$ cat src/rtl/div_pkg.sv
package div_pkg;

  typedef enum logic {
    ST_IDLE = 1'b0,
    ST_RUN  = 1'b1
  } div_state_e;

  function automatic int unsigned cnt_bits(input int unsigned steps);
    return (steps < 2) ? 1 : $clog2(steps + 1);
  endfunction

endpackage

$ cat src/rtl/div_prep.sv
// Operand conditioning: strips the sign in signed mode, passes through otherwise.
module div_prep #(
  parameter int WIDTH = 16
) (
  input  logic [WIDTH-1:0] val,
  input  logic             signed_mode,
  output logic [WIDTH-1:0] mag,
  output logic             neg
);

  always_comb begin
    neg = signed_mode & val[WIDTH-1];
    if (neg) begin
      mag = (~val) + WIDTH'(1);
    end else begin
      mag = val;
    end
  end

endmodule

$ cat src/rtl/div_step.sv
// One restoring iteration: shift {A,Q} left, trial subtract, keep or restore.
module div_step #(
  parameter int WIDTH = 16
) (
  input  logic [WIDTH:0]   a_in,
  input  logic [WIDTH-1:0] q_in,
  input  logic [WIDTH-1:0] m_in,
  output logic [WIDTH:0]   a_out,
  output logic [WIDTH-1:0] q_out
);

  logic [WIDTH:0] a_shift;
  logic [WIDTH:0] trial;
  logic           went_neg;

  always_comb begin
    a_shift  = {a_in[WIDTH-1:0], q_in[WIDTH-1]};
    trial    = a_shift - {1'b0, m_in};
    went_neg = trial[WIDTH];
    if (went_neg) begin
      a_out = a_shift;
      q_out = {q_in[WIDTH-2:0], 1'b0};
    end else begin
      a_out = trial;
      q_out = {q_in[WIDTH-2:0], 1'b1};
    end
  end

endmodule

$ cat src/rtl/div_fix.sv
// Result sign correction after magnitude division.
module div_fix #(
  parameter int WIDTH = 16
) (
  input  logic [WIDTH-1:0] q_mag,
  input  logic [WIDTH-1:0] r_mag,
  input  logic             neg_q,
  input  logic             neg_r,
  output logic [WIDTH-1:0] q_res,
  output logic [WIDTH-1:0] r_res
);

  always_comb begin
    q_res = neg_q ? ((~q_mag) + WIDTH'(1)) : q_mag;
    r_res = neg_r ? ((~r_mag) + WIDTH'(1)) : r_mag;
  end

endmodule

$ cat src/rtl/div_restoring_top.sv
module div_restoring_top #(
  parameter int WIDTH = 16
) (
  input  logic             clk,
  input  logic             rst_n,
  input  logic             in_valid,
  output logic             in_ready,
  input  logic [WIDTH-1:0] dividend,
  input  logic [WIDTH-1:0] divisor,
  input  logic             signed_mode,
  output logic [WIDTH-1:0] quotient,
  output logic [WIDTH-1:0] remainder,
  output logic             div_by_zero,
  output logic             done
);

  import div_pkg::*;

  localparam int CW = cnt_bits(WIDTH);

  div_state_e       state_q;
  logic [WIDTH:0]   acc_q;
  logic [WIDTH-1:0] quo_q;
  logic [WIDTH-1:0] dsr_q;
  logic [CW-1:0]    steps_q;
  logic             neg_quo_q;
  logic             neg_rem_q;

  logic [WIDTH-1:0] quo_r;
  logic [WIDTH-1:0] rem_r;
  logic             dbz_r;
  logic             done_r;

  logic [WIDTH-1:0] dvd_mag;
  logic [WIDTH-1:0] dsr_mag;
  logic             dvd_neg;
  logic             dsr_neg;
  logic [WIDTH:0]   acc_nxt;
  logic [WIDTH-1:0] quo_nxt;
  logic [WIDTH-1:0] q_fixed;
  logic [WIDTH-1:0] r_fixed;
  logic             accept;
  logic             zero_dsr;
  logic             last_step;

  div_prep #(.WIDTH(WIDTH)) i_prep_dvd (
    .val         (dividend),
    .signed_mode (signed_mode),
    .mag         (dvd_mag),
    .neg         (dvd_neg)
  );

  div_prep #(.WIDTH(WIDTH)) i_prep_dsr (
    .val         (divisor),
    .signed_mode (signed_mode),
    .mag         (dsr_mag),
    .neg         (dsr_neg)
  );

  div_step #(.WIDTH(WIDTH)) i_step (
    .a_in  (acc_q),
    .q_in  (quo_q),
    .m_in  (dsr_q),
    .a_out (acc_nxt),
    .q_out (quo_nxt)
  );

  div_fix #(.WIDTH(WIDTH)) i_fix (
    .q_mag (quo_nxt),
    .r_mag (acc_nxt[WIDTH-1:0]),
    .neg_q (neg_quo_q),
    .neg_r (neg_rem_q),
    .q_res (q_fixed),
    .r_res (r_fixed)
  );

  assign in_ready  = (state_q == ST_IDLE);
  assign accept    = in_valid & in_ready;
  assign zero_dsr  = (divisor == '0);
  assign last_step = (steps_q == CW'(1));

  // Iteration datapath and control.
  always_ff @(posedge clk or negedge rst_n) begin
    if (!rst_n) begin
      state_q   <= ST_IDLE;
      acc_q     <= '0;
      quo_q     <= '0;
      dsr_q     <= '0;
      steps_q   <= '0;
      neg_quo_q <= 1'b0;
      neg_rem_q <= 1'b0;
    end else begin
      case (state_q)
        ST_IDLE: begin
          if (accept && !zero_dsr) begin
            state_q   <= ST_RUN;
            acc_q     <= '0;
            quo_q     <= dvd_mag;
            dsr_q     <= dsr_mag;
            steps_q   <= CW'(WIDTH);
            neg_quo_q <= dvd_neg ^ dsr_neg;
            neg_rem_q <= dvd_neg;
          end
        end
        ST_RUN: begin
          acc_q   <= acc_nxt;
          quo_q   <= quo_nxt;
          steps_q <= steps_q - CW'(1);
          if (last_step) begin
            state_q <= ST_IDLE;
          end
        end
        default: state_q <= ST_IDLE;
      endcase
    end
  end

  // Result registers: written only on completion.
  always_ff @(posedge clk or negedge rst_n) begin
    if (!rst_n) begin
      quo_r  <= '0;
      rem_r  <= '0;
      dbz_r  <= 1'b0;
      done_r <= 1'b0;
    end else begin
      done_r <= 1'b0;
      if (accept && zero_dsr) begin
        quo_r  <= '1;
        rem_r  <= dividend;
        dbz_r  <= 1'b1;
        done_r <= 1'b1;
      end else if ((state_q == ST_RUN) && last_step) begin
        quo_r  <= q_fixed;
        rem_r  <= r_fixed;
        dbz_r  <= 1'b0;
        done_r <= 1'b1;
      end
    end
  end

  assign quotient    = quo_r;
  assign remainder   = rem_r;
  assign div_by_zero = dbz_r;
  assign done        = done_r;

endmodule

$ cat config.mk
export PLATFORM = sky130hd
export DESIGN_NAME = div_restoring_top
export DESIGN_NICKNAME = d
export VERILOG_FILES = /design/src/rtl/div_pkg.sv /design/src/rtl/div_prep.sv /design/src/rtl/div_step.sv /design/src/rtl/div_fix.sv /design/src/rtl/div_restoring_top.sv
export SDC_FILE = /design/constraint.sdc
export NUM_CORES = 1
export LEC_CHECK = 0
export BUFFER_PORTS_ARGS = -buffer_cell sky130_fd_sc_hd__buf_4
export CAP_MARGIN = 15
export CORE_MARGIN = 2
export CORE_UTILIZATION = 55
export CTS_CLUSTER_DIAMETER = 50
export CTS_CLUSTER_SIZE = 24
export DETAILED_ROUTE_END_ITERATION = 10
export GPL_ROUTABILITY_DRIVEN = 0
export PLACE_DENSITY = 0.76
export SYNTH_ARGS = -nofsm -noshare
export SYNTH_HDL_FRONTEND = slang
export SYNTH_SLANG_ARGS = --single-unit
$ cat constraint.sdc
create_clock -name clk -period 4.96 [get_ports clk]
set_input_delay 0.248 -clock clk [delete_from_list [all_inputs] [get_ports clk]]
set_output_delay 0.248 -clock clk [all_outputs]
set_load 0.005 [all_outputs]
==> results.py, run 1 <==
metrics = {
    "sta": {
        "rsz0062_at_grt": "false",
        "fin_tns_setup_ns": 0,
        "relSlewSlack": 0.217,
        "post-route-min-period_ns": 4.25,
        "layout_worst_path_cycle_share": 0.857,
        "worst_margin_slew_ns": 1.17,
        "final_report_max_slew_violation_count": 0,
        "fin_skew_ns": 0.00695,
        "max_freq_mhz": 235,
        "finalSetupViolCount": 0,
        "hold_violations": 0,
    },
    "global_routing": {
        "groute.layer.met1.usage": 0.396,
        "global_route.usage.total": 0.287,
        "first_pass_grt_wire_length_um": 28600,
        "grt.met2_usage": 0.464,
        "antenna_violations_before_repair": 0,
        "busiest_layer": "met2",
        "grt_start_max_net_pins": 68,
        "globalRoute.totalOverflow": 0,
        "via_count_of_the_first_global_routing_pass": 5516,
        "gr_util_met3": 0.0477,
    },
    "critical_path": {
        "crit_required_ns": 5.22,
        "timing.critical_path.to_type": "register",
        "crit_type": "reg2reg",
        "setup.worst_path.start_class": "register",
        "cp_max_fo": 17,
        "crit_arrival_ns": 4.51,
    },
    "placed_design": {
        "detailed_place_hpwl_um": 12900,
        "portBuffers": 70,
    },
    "clocking": {
        "post_cts_resize_count": 0,
        "clock_tree.root_cell": "sky130_fd_sc_hd__clkbuf_16",
        "cts_tree": "yes",
        "tritoncts.num_buffers": 9,
        "clk_latency_ns": 0.35,
        "cts.path.max_buffers": 2,
        "numClockSinks": 90,
        "cts-htree-levels": 3,
        "clkSlewWorstSetupHoldPaths_ns": 0.07,
    },
    "floorplan": {
        "dieWidth_um": 111,
        "core_rows": 38,
        "fp.coreArea_um2": 11000,
        "pin_count": 71,
        "floorplan.initialDensity": 0.569,
        "die-height_um": 111,
        "fp.dieArea_um2": 12200,
    },
    "route": {
        "avgRoutedWirePerCell_um": 18.6,
        "detailroute.via_count": 5855,
        "drt-total-wl_um": 17400,
        "vias_per_cell": 6.26,
        "drt_drc_violations_left": 0,
        "dr.pass1.iters": 5,
        "drt.antenna.violating_nets": 0,
        "drt_iter0_drc": 638,
    },
    "yosys": {
        "syn_area_per_cell_um2": 8.39,
        "post_synth_main_area_contributors": "sky130_fd_sc_hd__dfrtp_1 36%, sky130_fd_sc_hd__xnor2_1 5.7%, sky130_fd_sc_hd__nand2_1 5.0%",
        "post-synth-top-area-cell": "sky130_fd_sc_hd__dfrtp_1",
        "postSynth.topFlopCell": "sky130_fd_sc_hd__dfrtp_1",
        "yosysSeqAreaShare": 0.361,
        "number_of_library_cell_types_mapped_by_synthesis": 69,
        "synth_largest_type_area_fraction": 0.361,
        "yosys_register_bits": 90,
        "yosysWarnings": 0,
        "synth_enable_flop_cells": 0,
        "post_synth_inst_count": 745,
        "synthesis.nets": 804,
        "synthesis.area_um2": 6250,
        "async_flop_share": 1.00,
    },
    "layout": {
        "area_added_between_synthesis_and_finish_pct": 14.6,
        "diodes": 0,
        "final_layout_size_suffix_gt1_frac": 0.136,
        "finalNetCount": 850,
    },
    "min_path": {
        "hold_path_class": "in2reg",
    },
    "run_status": {
        "status": "completed",
    },
    "run": {
        "cap_violations": 0,
    },
}
## state kept, by name (all words and copies together), names as in the netlist
signal	cells
neg_rem_q	1
neg_quo_q	1
done	1
quotient	16
steps_q	5
dsr_q	16
state_q	1
div_by_zero	1
remainder	16
acc_q	16
quo_q	16
## synth_stat cells (4+ instances only)
cell type	number
sky130_fd_sc_hd__or4_1	6
sky130_fd_sc_hd__nand2_1	84
sky130_fd_sc_hd__or3_1	10
sky130_fd_sc_hd__o22ai_1	7
sky130_fd_sc_hd__o221ai_1	7
sky130_fd_sc_hd__and2_1	7
sky130_fd_sc_hd__nor2_1	55
sky130_fd_sc_hd__o21ai_0	57
sky130_fd_sc_hd__o31ai_1	9
sky130_fd_sc_hd__o211ai_1	4
sky130_fd_sc_hd__and3_1	6
sky130_fd_sc_hd__nor4_1	5
sky130_fd_sc_hd__a22oi_1	19
sky130_fd_sc_hd__nand3_1	25
sky130_fd_sc_hd__xnor2_1	41
sky130_fd_sc_hd__a21o_1	8
sky130_fd_sc_hd__nor3_1	19
sky130_fd_sc_hd__a21oi_1	35
sky130_fd_sc_hd__o41ai_1	4
sky130_fd_sc_hd__inv_1	33
sky130_fd_sc_hd__a31oi_1	6
sky130_fd_sc_hd__nor2b_1	5
sky130_fd_sc_hd__mux2i_1	13
sky130_fd_sc_hd__o21ai_1	28
sky130_fd_sc_hd__clkbuf_1	37
sky130_fd_sc_hd__xor2_1	26
sky130_fd_sc_hd__dfrtp_1	90
sky130_fd_sc_hd__ha_1	22
sky130_fd_sc_hd__a211oi_1	4
sky130_fd_sc_hd__a221o_1	5
sky130_fd_sc_hd__nand2b_1	8
## per-layer routing
metal  vias to the layer above  part of all wire
li1                       2765                 -
met1                      2806              0.43
met2                       252              0.47
met3                        32             0.076
met4                         0             0.023
met5                         -                 0
## kinds of logic after synthesis
family                     after synthesis  share of synthesized area
xor gates and xnor gates                67                     0.0939
AOI/OAI and AO/OA                      218                      0.224
and+or+nand+nor                        250                      0.193
DFF                                     90                      0.361
adders and majority gates               23                     0.0473
buffers and inverters                   79                     0.0505
muxes                                   18                     0.0308
## placed cells by master, fill, tap and decap left out, types with 7 or more instances in the layout
cell	n
sky130_fd_sc_hd__o21ai_1	28
sky130_fd_sc_hd__o22ai_1	7
sky130_fd_sc_hd__a21oi_1	35
sky130_fd_sc_hd__xor2_1	26
sky130_fd_sc_hd__inv_1	33
sky130_fd_sc_hd__ha_1	22
sky130_fd_sc_hd__nand2b_1	8
sky130_fd_sc_hd__nand2_1	84
sky130_fd_sc_hd__nand3_1	25
sky130_fd_sc_hd__o21ai_0	57
sky130_fd_sc_hd__clkbuf_16	9
sky130_fd_sc_hd__buf_4	77
sky130_fd_sc_hd__o221ai_1	7
sky130_fd_sc_hd__nor2_1	54
sky130_fd_sc_hd__a22oi_1	19
sky130_fd_sc_hd__a21o_1	8
sky130_fd_sc_hd__and2_1	7
sky130_fd_sc_hd__nor3_1	19
sky130_fd_sc_hd__o31ai_1	9
sky130_fd_sc_hd__mux2i_1	13
sky130_fd_sc_hd__xnor2_1	40
sky130_fd_sc_hd__dfrtp_1	90
sky130_fd_sc_hd__or3_1	10
## worst max-delay path, stage by stage (launching register included)
cell	delay, ns
sky130_fd_sc_hd__dfrtp_1	0.43
sky130_fd_sc_hd__inv_1	0.07
sky130_fd_sc_hd__ha_1	0.15
sky130_fd_sc_hd__inv_1	0.06
sky130_fd_sc_hd__fa_1	0.41
sky130_fd_sc_hd__a21oi_1	0.15
sky130_fd_sc_hd__o22ai_1	0.16
sky130_fd_sc_hd__o21a_1	0.27
sky130_fd_sc_hd__a31oi_1	0.27
sky130_fd_sc_hd__xnor2_2	0.10
sky130_fd_sc_hd__inv_2	0.24
sky130_fd_sc_hd__nor2_1	0.09
sky130_fd_sc_hd__a21oi_1	0.26
sky130_fd_sc_hd__ha_1	0.24
sky130_fd_sc_hd__o21ai_0	0.14
sky130_fd_sc_hd__nor4_1	0.20
sky130_fd_sc_hd__mux2i_1	0.17
sky130_fd_sc_hd__nor3_2	0.17
sky130_fd_sc_hd__or4b_1	0.46
sky130_fd_sc_hd__o211ai_1	0.11
## cell type report
class | instances | area, µm²
repair buffers | 78 | 588
clock buffers | 11 | 253
inverters | 36 | 135
well taps | 140 | 175
fillers | 909 | 3820
flip-flops and latches | 90 | 2250
multi-input cells | 576 | 3700
clock inverters | 5 | 60.1
## stage by stage
step	util	instance area, µm²	hold WS (ns)	cells	setup slack [ns]
2_1_floorplan	-	6250	-0.0476	745	0.996
3_3_place_gp	0.622	6840	0.159	919	0.958
3_5_place_dp	0.622	6840	0.171	919	0.748
4_1_cts	0.652	7160	0.160	936	0.733
5_1_grt	0.652	7160	0.172	936	0.362
6_report	0.652	7160	0.160	936	0.710
## path summary, 6_finish.rpt
kind	startpoint	endpoint	slack (ns)	cells after the start
max reg2reg	quo_q[15]	remainder[14]	0.71	19
min in group asynchronous	rst_n	remainder[11]	0.34	2
max	quo_q[15]	remainder[14]	0.71	19
min	dividend[12]	remainder[12]	0.16	3
max in group asynchronous	rst_n	quo_q[12]	3.45	3
min reg2reg	div_by_zero	div_by_zero	0.49	1
## repair_timing
action,CTS,global route
hold buffers,1,0
setup endpoints to repair,0,0
endpoints found under the hold margin,23,0
buffers inserted,0,0
Power of run 1 is left out: the tool's default activity adds up to more than one toggle a clock period on the data nets, which glitch-free logic cannot reach.
==> run 2: changes to the inputs <==
--- a/config.mk
+++ b/config.mk
@@ -5,7 +5,7 @@
 export SDC_FILE = /design/constraint.sdc
 export NUM_CORES = 1
 export LEC_CHECK = 0
-export BUFFER_PORTS_ARGS = -buffer_cell sky130_fd_sc_hd__buf_4
+export BUFFER_PORTS_ARGS = -buffer_cell sky130_fd_sc_hd__buf_2
 export CAP_MARGIN = 15
 export CORE_MARGIN = 2
 export CORE_UTILIZATION = 55
==> results.py, run 2 (same netlist as run 1, synthesis figures left out) <==
metrics = {
    "run_status": {
        "status": "completed",
    },
    "floorplan": {
        "fp.dieArea_um2": 12200,
        "fp.coreArea_um2": 11000,
        "floorplan.initialDensity": 0.569,
        "core_rows": 38,
        "pin_count": 71,
        "dieWidth_um": 111,
        "die-height_um": 111,
    },
    "critical_path": {
        "worst-r2r-cell-count": 18,
        "timing.critical_path.to_type": "register",
        "crit_type": "reg2reg",
        "crit_arrival_ns": 4.45,
        "cp_max_fo": 17,
        "cp_slowest_cell": "sky130_fd_sc_hd__or4b_1",
        "cp_slowest_stage_delay_ns": 0.45,
        "timing.critical_path.cells": "inv_1 -> ha_1 -> inv_1 -> fa_1 -> a21oi_1 -> o22ai_1 -> o21a_1 -> a31oi_1 -> xnor2_2 -> inv_2 -> mux2i_1 -> ha_1 -> o21ai_0 -> nor4_1 -> mux2i_1 -> nor3_2 -> or4b_1 -> o211ai_1",
        "crit_required_ns": 5.21,
        "setup.worst_path.start_class": "register",
    },
    "clocking": {
        "cts_tree": "yes",
        "cts-htree-levels": 3,
        "clock_tree.root_cell": "sky130_fd_sc_hd__clkbuf_16",
        "clk_latency_ns": 0.34,
        "cts-hold-fix-buffers": 1,
        "post-cts-setup-buffer-count": 0,
        "tritoncts.num_buffers": 9,
        "cts.path.max_buffers": 2,
        "post_cts_resize_count": 0,
        "clkSlewWorstSetupHoldPaths_ns": 0.07,
        "numClockSinks": 90,
    },
    "sta": {
        "final_report_max_slew_violation_count": 0,
        "max_freq_mhz": 238,
        "worst_margin_slew_ns": 1.10,
        "hold_violations": 0,
        "finalSetupViolCount": 0,
        "rsz0062_at_grt": "false",
        "post-route-min-period_ns": 4.20,
        "layout_worst_path_cycle_share": 0.847,
        "relSlewSlack": 0.264,
        "fin_tns_setup_ns": 0,
        "fin_skew_ns": 0.00882,
    },
    "global_routing": {
        "groute.layer.met1.usage": 0.390,
        "first_pass_grt_wire_length_um": 27800,
        "global_route.usage.total": 0.277,
        "globalRoute.totalOverflow": 0,
        "via_count_of_the_first_global_routing_pass": 5462,
        "grt.met2_usage": 0.429,
        "gr_util_met3": 0.0456,
        "antenna_violations_before_repair": 0,
        "busiest_layer": "met2",
        "grt_start_max_net_pins": 70,
    },
    "placed_design": {
        "detailed_place_hpwl_um": 12500,
        "placed_cells": 919,
        "portBuffers": 70,
        "detailed_place.area_um2": 6660,
    },
    "route": {
        "drt-total-wl_um": 16800,
        "drt_drc_violations_left": 0,
        "drt.antenna.violating_nets": 0,
        "detailroute.via_count": 5829,
        "vias_per_cell": 6.23,
        "dr.pass1.iters": 5,
        "drt_iter0_drc": 457,
        "avgRoutedWirePerCell_um": 18.0,
    },
    "layout": {
        "final_layout_size_suffix_gt1_frac": 0.136,
        "finalNetCount": 850,
        "area_added_between_synthesis_and_finish_pct": 11.5,
        "design_area_um2": 6970,
        "diodes": 0,
        "post-route-util": 0.634,
        "mostFrequentLayoutCell": "sky130_fd_sc_hd__dfrtp_1",
        "mostFrequentLayoutCells": "90 x sky130_fd_sc_hd__dfrtp_1, 84 x sky130_fd_sc_hd__nand2_1, 69 x sky130_fd_sc_hd__buf_2",
        "instances_no_fill": 936,
    },
    "min_path": {
        "holdPathStages": 3,
        "hold_path_class": "in2reg",
    },
    "run": {
        "cap_violations": 0,
    },
}
-- run 2: cell types whose count changed in the layout (fill, tap and decap cells not counted), sizes merged --
cell,previous run,this run
clkinvlp,1,0
clkinv,2,5
clkbuf,11,9
-- run 2: worst max-delay path, delay by kind of cell (launching register included) --
kind	cells	cell delay [ns]
XOR/XNOR	1	0.10
AND/OR/NAND/NOR	3	0.80
multiplexers	2	0.51
AO/OA/AOI/OAI	6	1.07
adder cells (fa/ha/maj)	3	0.81
flip-flops	1	0.42
buffers and inverters	3	0.40
-- run 2: final cells by class --
class / instances / area (µm²)
Clock buffer: 9 / 225
Clock inverter: 7 / 67.6
Fill cell: 926 / 4020
Inverter: 36 / 135
Multi-Input combinational cell: 576 / 3700
Sequential cell: 90 / 2250
Tap cell: 140 / 175
Timing Repair Buffer: 78 / 415
-- run 2: per-layer routing --
layer	vias up	routed length (µm)	share of wire
met3	37	1170	0.069
met5	-	0	0
met2	252	7570	0.45
met1	2772	7540	0.45
li1	2768	-	-
met4	0	563	0.033
-- run 2: final timing paths --
kind                        startpoint             to  slack (ns)
setup / recovery             quo_q[15]  remainder[14]        0.76
hold / removal              divisor[1]       dsr_q[1]        0.19
setup reg to reg             quo_q[15]  remainder[14]        0.76
hold reg to reg            div_by_zero    div_by_zero        0.48
max in group asynchronous        rst_n   quotient[13]        3.46
min in group asynchronous        rst_n  remainder[13]        0.34
-- run 2: metrics by stage --
step / hold WS [ns] / worst slack [ns]
after floorplan: -0.0476 / 0.996
after global placement: 0.151 / 0.965
after detailed placement: 0.158 / 0.816
after CTS: 0.182 / 0.786
after global routing: 0.211 / 0.292
final: 0.186 / 0.761
Power of run 2 is left out for the same reason.
